**src/rtl/wdr_ckpt_seq.sv**
```systemverilog
module wdr_ckpt_seq #(
  parameter int ROWS     = 8,
  parameter int NBITS    = 4,
  parameter int TLOG_MAX = 12,
  localparam int RW  = $clog2(ROWS),
  localparam int TLW = $clog2(TLOG_MAX + 1)
) (
  input  logic           clk_i,
  input  logic           rst_ni,
  input  logic           start_i,
  input  logic           gmode_i,
  input  logic [TLW-1:0] tlog_i,
  output logic           busy_o,
  output logic           err_o,
  output logic [RW-1:0]  row_o,
  output logic           frst_o,
  output logic           cmp_o,
  output logic           first_o,
  output logic           rrst_o,
  output logic           grst_o,
  output logic           rd_o,
  output logic           fend_o
);
  localparam int CW = TLOG_MAX + 2;
  localparam int KW = $clog2(NBITS + 2);

  logic           busy_q, glob_q, err_q;
  logic [TLW-1:0] tlog_q;
  logic [CW-1:0]  cnt_q;
  logic [KW-1:0]  k_q;

  wire [CW-1:0] tlen    = CW'(1) << tlog_q;
  wire [CW-1:0] cp      = tlen - (tlen >> k_q);
  wire          ck_live = busy_q && (k_q <= KW'(NBITS));
  wire          in_scan = ck_live && (cnt_q >= cp) && (cnt_q < cp + CW'(ROWS));
  wire          at_gap  = ck_live && (cnt_q == cp + CW'(ROWS));
  wire          in_rst  = busy_q && (glob_q ? (cnt_q == '0) : (cnt_q < CW'(ROWS)));
  wire          in_read = busy_q && (cnt_q >= tlen) && (cnt_q < tlen + CW'(ROWS));
  wire          last    = busy_q && (cnt_q == tlen + CW'(ROWS - 1));

  wire [CW-1:0] tnew = CW'(1) << tlog_i;
  wire          bad  = (tlog_i > TLW'(TLOG_MAX)) || ((tnew >> NBITS) < CW'(ROWS + 1));

  always_ff @(posedge clk_i or negedge rst_ni) begin
    if (!rst_ni) begin
      busy_q <= 1'b0;
      glob_q <= 1'b0;
      err_q  <= 1'b0;
      tlog_q <= '0;
      cnt_q  <= '0;
      k_q    <= '0;
    end else if (!busy_q) begin
      if (start_i) begin
        err_q <= bad;
        if (!bad) begin
          busy_q <= 1'b1;
          glob_q <= gmode_i;
          tlog_q <= tlog_i;
          cnt_q  <= '0;
          k_q    <= KW'(1);
        end
      end
    end else begin
      cnt_q <= cnt_q + CW'(1);
      if (at_gap) k_q <= k_q + KW'(1);
      if (last)   busy_q <= 1'b0;
    end
  end

  assign busy_o  = busy_q;
  assign err_o   = err_q;
  assign frst_o  = in_rst;
  assign cmp_o   = in_scan;
  assign first_o = in_scan && (k_q == KW'(1));
  assign rrst_o  = in_scan && !glob_q;
  assign grst_o  = at_gap && glob_q;
  assign rd_o    = in_read;
  assign fend_o  = busy_q && (cnt_q == tlen);
  assign row_o   = in_scan ? RW'(cnt_q - cp)   :
                   in_read ? RW'(cnt_q - tlen) :
                   in_rst  ? RW'(cnt_q)        : '0;
endmodule

```
**config.mk**
```make
export PLATFORM = sky130hd
export DESIGN_NAME = wdr_ckpt_seq
export DESIGN_NICKNAME = d
export VERILOG_FILES = /design/src/rtl/wdr_ckpt_seq.sv
export SDC_FILE = /design/constraint.sdc
export NUM_CORES = 1
export LEC_CHECK = 0
export BUFFER_PORTS_ARGS = -buffer_cell sky130_fd_sc_hd__buf_2
export CAP_MARGIN = 15
export CORE_ASPECT_RATIO = 0.9
export CORE_MARGIN = 4
export CORE_UTILIZATION = 41
export DETAILED_ROUTE_END_ITERATION = 10
export SLEW_MARGIN = 20
export SYNTH_ARGS = -nofsm -noshare
export SYNTH_HDL_FRONTEND = slang
export SYNTH_SLANG_ARGS = --single-unit
```
**constraint.sdc**
```tcl
create_clock -name clk_i -period 6.17 [get_ports clk_i]
set_input_delay 0.617 -clock clk_i [delete_from_list [all_inputs] [get_ports clk_i]]
set_output_delay 0.617 -clock clk_i [all_outputs]
set_load 0.02 [all_outputs]
```
==> results.md <==
- Final wirelength: 12900 um
- Syn-to-layout area delta: 21.8%
- Via count: 4139
- CTS Buffer Depth: 2
- Cell taking the most area after synthesis: ha_1
- Synth top area share: 0.220
- Clock-pin slew on the worst setup and hold paths: 90 ps
- Max incr delay on CP: 460 ps
- Setup crit start kind: flip-flop
- Layout cell share with drive strength beyond 1: 0.220
- Initial antenna violation count: 0
- Die area: 11700 sq um
- Worst slew pin tran: 759 ps
- Initial drt markers: 276
- Register area share after synthesis: 0.146
- Synth top area cells: ha_1 (22%), dfrtp_1 (15%), xnor2_1 (6.4%)
- Count leader, synth: ha_1
- Reg2Reg Setup Slack: 1140 ps
- Total grt overflow: 0
- Total track usage: 0.221
- RSZ-0062 raised after global routing: yes
- DR WL/cell: 17.8 um
- Nets: 685
- Critical Path End: row_o[2]
- Worst path required time: 5550 ps
- N_diodes: 0
- Hold_ws: 318 ps
- Most instantiated cells after synthesis: ha_1 (72), nor2_1 (50), inv_1 (46), nand2_1 (42), xnor2_1 (30)
- Worst r2r src: tlog_q[1]
- Max_cap viols: 0
- Most frequent CP cell: a21o_1
- Critical Path Sink Type: output pin
- Critical Path AT: 5650 ps
- Synthesis Warnings: 0
- Io pins: 20
- Seq cells post-synth: 24
- Outcome: finished, violations left
- Number of vias per cell: 5.70
- CTS tree: built
- Post-synth ARST share: 1.00
- F_max: 160 MHz
- Dpl hpwl: 10300 um
- Die Span X: 113 um
- Post-synth EDFFs: 0
- First-pass GRT wire length: 20600 um
- Final antenna-violating net count: 0
- Pre-antenna DRT Iters: 5
- Failing checks: negative setup slack
- Core area: 9700 sq um
- RePlAce Congestion: 0.900
- DRC Markers: 0
- Tmin final: 6270 ps
- Syn Area/Cell: 7.65 sq um
- Slew Limit Fails: 0
- Setup-violating endpoint count in the final report: 5
- Mapped Cells: 536
- Period utilization: 1.02
- Syn nets: 619
- Largest net degree at the start of global routing: 25
- R2R Path End: k_q[2]
- Most used DFF post-synth: dfrtp_1
- Crit-path max FO: 5
- Slowest stage cell, crit path: dfrtp_2
- R2R depth: 24
- Worst Hold Class: primary input to async pin
- Floorplan die height: 103 um
- H-tree depth: 1
- Worst setup path startpoint: tlog_q[1]
- Cell Area, Synth: 4100 sq um
- Row Count: 34
- Endpoints failing hold: 0
- Initial Util: 0.423
- Post-Route Skew: 4.50 ps
- IO buf count: 19
- Max_slew headroom: 0.489
- TritonCTS Buffers: 3
- Vias in the first global route: 3968
- PnR worst setup slack: -99.2 ps
- Critical path type: flip-flop to output pin
- CTS sink count: 24
- Root buf cell: clkbuf_8
- Clock Latency Late Sink: 270 ps
- Synth cell types: 69
==> through the flow <==
step | cells | TNS [ps] | area, sq um | util | setup WS (ps)
finish | 726 | -250 | 4990 | 0.515 | -99.2
global route | 726 | -1420 | 4990 | 0.515 | -301
CTS | 716 | -2.36 | 4750 | 0.490 | -2.36
floorplan | 536 | 0 | 4100 | - | 243
global placement | 707 | 0 | 4610 | 0.476 | 176
detailed placement | 707 | 0 | 4610 | 0.476 | 57.1
==> worst min-delay path by stage <==
| stage | slack, ps | start | cells after the start | to |
|---|---|---|---|---|
| floorplan | 320 | rst_ni | 0 | busy_o |
| global placement | 470 | err_o | 2 | err_o |
| detailed placement | 480 | err_o | 2 | err_o |
| CTS | 340 | rst_ni | 1 | glob_q |
| global route | 360 | rst_ni | 1 | glob_q |
| finish | 320 | rst_ni | 1 | glob_q |
==> state kept, by name, summed over array words and instances (netlist names) <==
name	cells
k_q	3
err_o	1
tlog_q	4
cnt_q	14
glob_q	1
busy_o	1
==> cell usage in the layout (no fill, tap or decap), types with 5 or more instances in the layout <==
| cell | n |
|---|---|
| ha_1 | 71 |
| nor4_1 | 9 |
| mux2i_1 | 5 |
| dfrtp_1 | 20 |
| nand2b_1 | 11 |
| xnor2_1 | 28 |
| xor2_1 | 12 |
| a21oi_1 | 25 |
| buf_4 | 58 |
| nand3_1 | 16 |
| inv_1 | 44 |
| a31oi_1 | 5 |
| o21ai_0 | 22 |
| o21a_1 | 5 |
| buf_2 | 16 |
| a21o_1 | 12 |
| nor2_1 | 47 |
| nand4_1 | 14 |
| and2_1 | 6 |
| nand2_1 | 41 |
| nor3_1 | 13 |
| o211ai_1 | 6 |
| o21ai_1 | 9 |
| buf_6 | 5 |
==> routing by layer <==
layer,global-route usage,wire (um)
met1,0.310,5970
met2,0.370,5830
met3,0.0311,916
met4,0.0388,216
met5,0,0
==> area by class of cell <==
type                    count  area (sq um)
fillers                   953          4710
inverters                  49           184
multi-input cells         445          3430
flip-flops and latches     24           606
repair buffers             79           572
clock buffers               3          41.3
well taps                 126           158
==> kinds of logic (layout without fill, tap and decap cells) <==
kind of cell / after synthesis / count (layout) / synth area share
adders and majority gates: 75 / 75 / 0.234
and+or+nand+nor: 201 / 201 / 0.254
buffers and inverters: 67 / 131 / 0.0616
muxes: 9 / 9 / 0.0229
DFF: 24 / 24 / 0.146
xor gates and xnor gates: 42 / 42 / 0.0897
AOI/OAI and AO/OA: 118 / 118 / 0.191
==> worst max-delay path, delay by kind of cell (launching register included) <==
family,cells,cell delay [ps]
AO/OA/AOI/OAI,12,2000
AND/OR/NAND/NOR,8,1720
adder cells (fa/ha/maj),2,490
flip-flops,1,460
buffers and inverters,2,310
multiplexers,1,230
XOR/XNOR,1,140
==> what timing repair did <==
| item | 4_1_cts | 5_1_grt |
|---|---|---|
| pin swaps | 9 | 7 |
| resized for setup | 18 | 42 |
| setup buffers | 6 | 11 |
| hold buffers | 0 | 0 |
| setup endpoints to repair | 6 | 7 |
Power is not shown: default switching activity piles up to over one toggle a cycle in this logic, so the estimate is an artifact.
